File: src/rtl/lpm_pkg.sv
package lpm_pkg;

  typedef enum logic {
    LNK_L0 = 1'b0,
    LNK_L1 = 1'b1
  } lnk_state_t;

  typedef enum logic {
    TO_IDLE = 1'b0,
    TO_WAIT = 1'b1
  } to_state_t;

endpackage

File: src/rtl/lpm_lowpow_detect.sv
module lpm_lowpow_detect #(
  parameter int              PS_W    = 2,
  parameter logic [PS_W-1:0] D0_CODE = '0
) (
  input  logic [PS_W-1:0] pwr_state,
  input  logic            l1_en,
  input  logic            ack_pending,
  output logic            l1_go
);
  // Any state other than fully-on requests the light idle state.
  logic not_d0;
  assign not_d0 = (pwr_state != D0_CODE);
  assign l1_go  = not_d0 && l1_en && !ack_pending;
endmodule

File: src/rtl/lpm_l1_fsm.sv
module lpm_l1_fsm
  import lpm_pkg::*;
(
  input  logic clk,
  input  logic rst_n,
  input  logic l1_go,
  input  logic sys_exit_req,
  input  logic wake_req,
  output logic l1_enter,
  output logic l1_exit
);
  lnk_state_t state_q;
  logic       enter_q;
  logic       exit_q;

  always_ff @(posedge clk) begin
    if (!rst_n) begin
      state_q <= LNK_L0;
      enter_q <= 1'b0;
      exit_q  <= 1'b0;
    end else begin
      enter_q <= 1'b0;
      exit_q  <= 1'b0;
      unique case (state_q)
        LNK_L0: begin
          if (l1_go) begin
            state_q <= LNK_L1;
            enter_q <= 1'b1;
          end
        end
        LNK_L1: begin
          if (sys_exit_req || wake_req) begin
            state_q <= LNK_L0;
            exit_q  <= 1'b1;
          end
        end
        default: state_q <= LNK_L0;
      endcase
    end
  end

  assign l1_enter = enter_q;
  assign l1_exit  = exit_q;
endmodule

File: src/rtl/lpm_l2_fsm.sv
module lpm_l2_fsm
  import lpm_pkg::*;
(
  input  logic clk,
  input  logic rst_n,
  input  logic turnoff_rx,
  input  logic l2_en,
  input  logic ack_hold,
  input  logic user_ack,
  output logic l2_enter,
  output logic ack_tx,
  output logic ack_pending
);
  to_state_t state_q;
  logic      l2_enter_q;
  logic      ack_q;

  always_ff @(posedge clk) begin
    if (!rst_n) begin
      state_q    <= TO_IDLE;
      l2_enter_q <= 1'b0;
      ack_q      <= 1'b0;
    end else begin
      l2_enter_q <= 1'b0;
      ack_q      <= 1'b0;
      unique case (state_q)
        TO_IDLE: begin
          if (turnoff_rx) begin
            l2_enter_q <= l2_en;
            // The handshake is only offered when an entry pulse is given.
            if (l2_en && ack_hold) state_q <= TO_WAIT;
            else                   ack_q   <= 1'b1;
          end
        end
        TO_WAIT: begin
          if (user_ack) begin
            ack_q   <= 1'b1;
            state_q <= TO_IDLE;
          end
        end
        default: state_q <= TO_IDLE;
      endcase
    end
  end

  assign l2_enter    = l2_enter_q;
  assign ack_tx      = ack_q;
  assign ack_pending = (state_q == TO_WAIT);
endmodule

File: src/rtl/lpm_event_ctrl.sv
module lpm_event_ctrl #(
  parameter int              PS_W    = 2,
  parameter logic [PS_W-1:0] D0_CODE = '0
) (
  input  logic            clk,
  input  logic            rst_n,
  input  logic [PS_W-1:0] pwr_state,
  input  logic            l1_en,
  input  logic            l2_en,
  input  logic            ack_hold,
  input  logic            turnoff_rx,
  input  logic            wake_req,
  input  logic            sys_exit_req,
  input  logic            user_ack,
  output logic            l1_enter,
  output logic            l1_exit,
  output logic            l2_enter,
  output logic            ack_tx
);
  logic ack_pending;
  logic l1_go;

  lpm_lowpow_detect #(
    .PS_W    (PS_W),
    .D0_CODE (D0_CODE)
  ) u_detect (
    .pwr_state   (pwr_state),
    .l1_en       (l1_en),
    .ack_pending (ack_pending),
    .l1_go       (l1_go)
  );

  lpm_l1_fsm u_l1 (
    .clk          (clk),
    .rst_n        (rst_n),
    .l1_go        (l1_go),
    .sys_exit_req (sys_exit_req),
    .wake_req     (wake_req),
    .l1_enter     (l1_enter),
    .l1_exit      (l1_exit)
  );

  lpm_l2_fsm u_l2 (
    .clk         (clk),
    .rst_n       (rst_n),
    .turnoff_rx  (turnoff_rx),
    .l2_en       (l2_en),
    .ack_hold    (ack_hold),
    .user_ack    (user_ack),
    .l2_enter    (l2_enter),
    .ack_tx      (ack_tx),
    .ack_pending (ack_pending)
  );
endmodule

File: config.mk
export PLATFORM = sky130hd
export DESIGN_NAME = lpm_event_ctrl
export DESIGN_NICKNAME = d
export VERILOG_FILES = /design/src/rtl/lpm_pkg.sv /design/src/rtl/lpm_lowpow_detect.sv /design/src/rtl/lpm_l1_fsm.sv /design/src/rtl/lpm_l2_fsm.sv /design/src/rtl/lpm_event_ctrl.sv
export SDC_FILE = /design/constraint.sdc
export NUM_CORES = 1
export LEC_CHECK = 0
export BUFFER_PORTS_ARGS = -buffer_cell sky130_fd_sc_hd__buf_2
export CORE_AREA = 8 8 45 47
export CTS_BUF_LIST = sky130_fd_sc_hd__clkbuf_8 sky130_fd_sc_hd__clkbuf_16
export DETAILED_ROUTE_END_ITERATION = 10
export DIE_AREA = 0 0 53 55
export PLACE_DENSITY = 0.38
export SYNTH_ARGS = -nofsm -noshare
export SYNTH_HDL_FRONTEND = slang
export SYNTH_SLANG_ARGS = --single-unit
File: constraint.sdc
create_clock -name clk -period 1 [get_ports clk]
set_clock_uncertainty 0.05 [all_clocks]
set_input_delay 0.05 -clock clk [delete_from_list [all_inputs] [get_ports clk]]
set_output_delay 0.05 -clock clk [all_outputs]
set_load 0.1 [all_outputs]
# == Word level (Yosys, flattened, before mapping) ==
# Cells that the tools add are included.
# word_totals
wordCells,31
inputBits,11
reg_bits,6
out_inout_bits,4
# classes
bitwise,4
muxes,12
n_reduce_logical,9
# ops
op,n
$mux W1,9
$pmux W1 S2,3
$not A1 Y1,4
$logic_and A1 B1 Y1,3
$reduce_or A3 Y1,1
$reduce_and A2 Y1,1
$reduce_bool A2 Y1,1
$reduce_or A2 Y1,1
$logic_not A1 Y1,1
$logic_or A1 B1 Y1,1

# == Depth between registers and ports, before layout ==
# Gate-level depths: netlist (run 1).
# depth
word_depth,5
ltp_mapped,3
mapped_depth_nobuf,3

# == Modules after synthesis ==
# A second synthesis (run 1) with hierarchy kept.
# hier_totals
hier_cells,22
hier_area_um2,229.0
# modules_own_cells
module,area_each_um2,seq_area_each_um2,n_inst,cells_per_inst
lpm_l2_fsm,115.1,60.1,1,11
lpm_l1_fsm,97.6,60.1,1,9
lpm_lowpow_detect,16.3,0.0,1,2

# == Worst setup path after synthesis (run 1) ==
# OpenSTA, ideal clock, no wires.
# synth_path
path_kind,reg-to-output
from,"register u_l2.ack_q, in the netlist u_l2.ack_tx"
to,output port ack_tx
path_stages_with_launch,1
n_path_buf,0
arrival_time_ps,909
required_ps,900
path_slack_ps,-9
path_cell_list,dfxtp_1
# synth_lines
element,line_no,rtl
start: declaration,lpm_l2_fsm.sv:16,logic ack_q;
start signal: assignment,lpm_l2_fsm.sv:22,ack_q <= 1'b0;
start signal: assignment,lpm_l2_fsm.sv:25,ack_q <= 1'b0;
start signal: assignment,lpm_l2_fsm.sv:32,else ack_q <= 1'b1;
end: declaration,lpm_event_ctrl.sv:18,output logic ack_tx
# No word-level cell between the ends.

# == Worst setup path after layout (run 1) ==
# layout_path
from,"register u_l2.state_q, in the netlist u_l2.ack_pending"
to,register u_l1.state_q
# layout_via
elab_chain_len,4
# layout_rtl
element,line_no,rtl
start: declaration,lpm_l2_fsm.sv:14,to_state_t state_q;
start signal: assignment,lpm_l2_fsm.sv:20,state_q <= TO_IDLE;
start signal: assignment,lpm_l2_fsm.sv:31,if (l2_en && ack_hold) state_q <= TO_WAIT;
start signal: assignment,lpm_l2_fsm.sv:38,state_q <= TO_IDLE;
$logic_not A1 Y1,lpm_lowpow_detect.sv:13,assign l1_go = not_d0 && l1_en && !ack_pending;
$logic_and A1 B1 Y1,lpm_lowpow_detect.sv:13,
$mux W1,lpm_l1_fsm.sv:26,if (l1_go) begin
$pmux W1 S2,lpm_l1_fsm.sv:24,unique case (state_q)
end signal: assignment,lpm_l1_fsm.sv:27,state_q <= LNK_L1;
end signal: assignment,lpm_l1_fsm.sv:33,state_q <= LNK_L0;
end signal: assignment,lpm_l1_fsm.sv:37,default: state_q <= LNK_L0;
end: declaration,lpm_l1_fsm.sv:12,lnk_state_t state_q;
# Every way passes these cells.
# A chain may end at the register's enable or synchronous reset.

==> results of run 1 <==
flip-flops by register name (all words and copies together), names as in the netlist:
register	count
u_l2.l2_enter	1
u_l1.l1_enter	1
u_l1.state_q	1
u_l2.ack_pending	1
u_l2.ack_tx	1
u_l1.l1_exit	1
cell usage after synthesis, drive strengths merged:
cell | instances | area (um2)
and4b | 1 | 11.3
nor2 | 2 | 7.51
mux2i | 1 | 10.0
nand3b | 1 | 7.51
dfxtp | 6 | 120
a31o | 1 | 8.76
a21boi | 1 | 7.51
o21a | 1 | 8.76
nand2 | 3 | 11.3
and2 | 1 | 6.26
and4bb | 1 | 12.5
nand3 | 1 | 5.00
stage by stage:
stage,power [uW],instances,util (%)
2_1_floorplan,343,20,-
3_3_place_gp,408,51,27.4
3_5_place_dp,411,51,27.4
4_1_cts,783,54,30.5
5_1_grt,810,54,30.5
6_report,767,54,30.5
metal layers:
| metal | routed length [um] | share of wire (%) | vias up | GRT usage (%) |
|---|---|---|---|---|
| li1 | - | - | 110 | - |
| met1 | 256 | 42 | 92 | 3.82 |
| met2 | 205 | 34 | 17 | 6.84 |
| met3 | 135 | 22 | 2 | 6.15 |
| met4 | 8 | 1.3 | 0 | 2.59 |
| met5 | 0 | 0 | - | 0 |
logic make-up (layout without fill, tap and decap cells):
group,after synthesis,after routing
AO/OA/AOI/OAI,3,3
buffers and inverters,0,18
flip-flops,6,6
multiplexers,1,1
AND/OR/NAND/NOR,10,10
layout make-up:
| cell class | instances | share of cell area (%) |
|---|---|---|
| Timing Repair Buffer | 15 | 32.6 |
| Sequential cell | 6 | 30.0 |
| Multi-Input combinational cell | 14 | 22.8 |
| Clock buffer | 3 | 9.79 |
| Tap cell | 16 | 4.75 |
final timing paths:
path | from | endpoint | slack [ps] | cells after the start
max | u_l2.ack_pending$_SDFF_PN0_ | u_l1.state_q$_SDFF_PN0_ | 30 | 3
min | pwr_state[0] | u_l1.l1_enter$_SDFF_PP0_ | -2 | 2
max reg2reg | u_l2.ack_pending$_SDFF_PN0_ | u_l1.state_q$_SDFF_PN0_ | 30 | 3
min reg2reg | u_l1.state_q$_SDFF_PN0_ | u_l1.l1_exit$_SDFF_PN0_ | 380 | 2
where the power goes:
| group | leakage [uW] | switching, uW | total [uW] | internal (uW) |
|---|---|---|---|---|
| registers | 0.0000512 | 8.97 | 265 | 256 |
| logic | 0.000115 | 82.0 | 142 | 59.9 |
| clock network | 0.0000216 | 102 | 360 | 258 |
| total | 0.000188 | 193 | 767 | 574 |
timing repair:
action	4_1_cts	5_1_grt
pin swaps	0	1
resized for setup	1	0
endpoints found under the setup margin	1	1
hold endpoints to repair	1	1
cloned	0	0
==> reports/results.ini, run 1 <==
[run_status]
status=complete, but fails checks
violations=hold timing

[route]
drt_iter0_drc=0
final_antenna_net_count=0
wl_per_cell_um=11.2
vias_per_cell=4.09
dr.pass1.iters=1
drcViolationCount=0
routed_wl_um=605
num_vias=221

[yosys]
yosys_register_bits=6
post_synth_num_cell_types=12
synthMuxAreaShare_pct=4.62
synth_compound_area_share_pct=11.6
synthSimpleGateAreaFrac_pct=28.3
syn_avg_cell_area_um2=10.8
yosysWarnings=0
synth_nets=31
seq_area_frac_synth_pct=55.5
synth_area_um2=216
synth_fa_ha_area_share_pct=0
synth_top_family_by_area=simple AND/OR/NAND/NOR gates
syn_inst=20
synthXorXnorAreaFrac_pct=0

[worst_setup_path]
crit_chain=and4bb_1 -> o21a_2 -> a31o_1
cpPeakStageDelay_ps=310
cp.required_ps=1060
startpoint_type=flop
worst-path-buf-inv=0
endpoint_kind=flop
cp_slowest_cell=dfxtp_1
critPathMaxFanout=2
crit_family=flip-flops
worstPathArrival_ps=1030
crit_type=flop to flop

[die]
coreArea_mm2=0.00138
rows=14
io_pins=15
dieArea_mm2=0.00292
initial_utilization_pct=15.6
die_height_um=55
die_width_um=53

[clock_network]
h-tree-depth=1
clk_pin_slew_ps=40
cts_sinks=6
clockBufferDepth=2
postCtsSetupBuffers=0
cts-root-buf=clkbuf_8
cts_tree=built
numCtsBuffers=3
clk-insertion-delay-late_ps=220

[global_routing]
track_usage_pct=4.87
grt_pass1_vias=248
grt_max_degree=7
antenna_found_initial=0
grt_pass1_wl_um=966
grt_overflow_total=0

[sta]
rsz0062_at_grt=false
hold_viol=1
finalSetupViolCount=0
finalMaxSlewViolations=0
fin_crit_sh_pct=96.8
setup_tns_ps=0
slew_headroom_pct=91.9
period_needed_ps=968
fmax_ghz=1.03
hold_slack_ps=-2.37
tightestPinTransition_ps=118
fin_ws_ps=32.2

[job]
drv_cap=0

[placed_design]
numPortBuffers=14
placed_cell_area_um2=379
place.gp.congestion=0.631
place_worst_setup_slack_ps=0.272

[pwr]
total_leakage_power_uw=0.000188
peakVddDrop_mv=0.682
pwr_density_cell_mw_per_mm2=1820

[cells_and_area]
multi_input_area_um2=96.3
drive_above_1_share_pct=65.8
layout_common_cells=buf_2 (10), dfxtp_2 (5), buf_12 (4), nand2_1 (3), clkbuf_8 (3)
syn_to_final_growth_pct=94.8
nFillCells=141
regArea_um2=126
fin_area_um2=422
nNetsFinal=51
diodes=0
layout_commonest_cell=buf_2

[hold_path]
hold_path.class=input port to flop

Note: power is estimated with default switching activity, not from simulation.
==> inputs of run 2 (changes only) <==
==> constraint.sdc (replaced) <==
create_clock -name clk -period 1 [get_ports clk]
set_clock_uncertainty 0.05 [all_clocks]
set_input_delay 0.05 -clock clk [delete_from_list [all_inputs] [get_ports clk]]
set_output_delay 0.05 -clock clk [all_outputs]
set_load 0.02 [all_outputs]
==> run 2 against run 1 <==
The run now ends clean. Clock power fell by 4%. Setup slack better by 5.4 ps. Register-to-register slack is essentially flat. Die area stayed put.
==> reports/results.ini, run 2 (synthesis gave the netlist of run 1 again) <==
[cells_and_area]
syn_to_final_growth_pct=65.3
diodes=0  ; unchanged
final_cells=54  ; unchanged
final_util_pct=25.9  ; -4.6 points
nNetsFinal=51  ; unchanged
drive_above_1_share_pct=57.9  ; -7.9 points
layout_common_cells=buf_2 (14), dfxtp_1 (4), nand2_1 (3), clkbuf_8 (3)
fin_area_um2=358  ; -15%
layout_commonest_cell=buf_2

[global_routing]
track_usage_pct=4.48  ; -0.39 points
grt_max_degree=7  ; unchanged
grt_pass1_wl_um=924  ; -4.3%
grt_overflow_total=0  ; unchanged
grt_pass1_vias=239  ; -3.6%
antenna_found_initial=0  ; unchanged

[placed_design]
place.gp.congestion=0.671  ; +6.5%
place_inst=51  ; unchanged
numPortBuffers=14  ; unchanged
placed_cell_area_um2=314  ; -17%

[clock_network]
h-tree-depth=1  ; unchanged
ctsHoldBuffers=0
clk_pin_slew_ps=30  ; about the same
cts-root-buf=clkbuf_8
clk-insertion-delay-late_ps=220  ; about the same
cts_sinks=6  ; unchanged
numCtsBuffers=3  ; unchanged
clockBufferDepth=2  ; unchanged
cts_tree=built

[route]
drt_iter0_drc=0  ; unchanged
dr.pass1.iters=1  ; unchanged
wl_per_cell_um=10.7  ; -4.6%
vias_per_cell=3.91  ; -4.5%
drcViolationCount=0  ; unchanged
num_vias=211  ; -4.5%
final_antenna_net_count=0  ; unchanged
routed_wl_um=577  ; -4.6%

[run_status]
status=completed

[sta]
finalMaxSlewViolations=0  ; unchanged
tightestPinTransition_ps=155  ; +37.4 ps
fin_crit_sh_pct=96.2  ; -0.54 points
hold_slack_ps=8.97  ; +11.3 ps
rsz0062_at_grt=true
hold_viol=0  ; -1
fmax_ghz=1.04  ; +0.57%
finalSetupViolCount=0  ; unchanged
period_needed_ps=962  ; -5.44 ps
slew_headroom_pct=89.6  ; -2.4 points

[die]
coreArea_mm2=0.00138  ; unchanged
die_height_um=55  ; unchanged
die_width_um=53  ; unchanged
rows=14  ; unchanged
io_pins=15  ; unchanged
initial_utilization_pct=15.6  ; unchanged
dieArea_mm2=0.00292  ; unchanged

[worst_setup_path]
crit_chain=and4bb_1 -> o21a_2 -> a31o_1
worst-path-buf-inv=0  ; unchanged
startpoint_type=flop
crit_family=flip-flops
endpoint_kind=flop
cp_slowest_cell=dfxtp_2
crit_type=flop to flop
cp.required_ps=1050  ; about the same
cpPeakStageDelay_ps=310  ; about the same
critPathMaxFanout=2  ; unchanged
worstPathArrival_ps=1020  ; about the same

[pwr]
p_total_uw=673  ; -12%
internal-power_uw=547  ; -4.8%
pwr_density_cell_mw_per_mm2=1880  ; +3.5%
swShare_pct=18.8  ; -6.3 points
total_leakage_power_uw=0.000174  ; -7.5%
seqPwrFrac_pct=38.4  ; +3.9 points
peakVddDrop_mv=0.549  ; -20%
clkPwrFrac_pct=51.6  ; +4.6 points
power.switching_uw=127  ; -34%
combPwrFrac_pct=10.0  ; -8.5 points

[job]
drv_cap=0  ; unchanged

[hold_path]
hold_path.class=input port to flop

## run 2: cell counts in the layout (fill, tap and decap cells not counted)
Identical to the previous run, type by type.
## run 2: final timing paths
kind         slack (ps)  depth (start not counted)                        to                         from
max reg2reg          40                          3   u_l1.state_q$_SDFF_PN0_  u_l2.ack_pending$_SDFF_PN0_
min reg2reg         400                          2   u_l1.l1_exit$_SDFF_PN0_      u_l1.state_q$_SDFF_PN0_
max                  40                          3   u_l1.state_q$_SDFF_PN0_  u_l2.ack_pending$_SDFF_PN0_
min                   9                          2  u_l1.l1_enter$_SDFF_PP0_                 pwr_state[0]
## run 2: layout make-up
class | instances | area (um2)
tap | 16 | 20.0
timing repair buffer | 15 | 77.6
sequential | 6 | 123
fill | 151 | 1030
multi-input combinational | 14 | 96.3
clock buffer | 3 | 41.3
## run 2: power by group through the flow
stage          Combinational (uW)  Sequential, uW  Clock, uW
2_1_floorplan                19.4             272          0
3_3_place_gp                 66.3             261          0
3_5_place_dp                 68.7             261          0
4_1_cts                      68.9             258        365
5_1_grt                      75.7             260        374
6_report                     67.3             258        347
## run 2: repair_timing
action	CTS	global route
gates resized for setup	0	2
setup endpoints to repair	0	1
setup buffers	0	0
## run 2: layer usage
| layer | up-vias | GRT usage [%] | share of wire [%] |
|---|---|---|---|
| met4 | 0 | 3.88 | 0 |
| met2 | 15 | 5.86 | 37 |
| met5 | - | 0 | 0 |
| li1 | 108 | - | - |
| met1 | 88 | 5.02 | 47 |
| met3 | 0 | 2.67 | 16 |
## run 2: through the flow
stage	setup WS, ps	setup TNS (ps)
floorplan	21.6	0
global placement	31.7	0
detailed placement	9.58	0
CTS	3.65	0
global route	-8.53	-8.53
finish	37.6	0
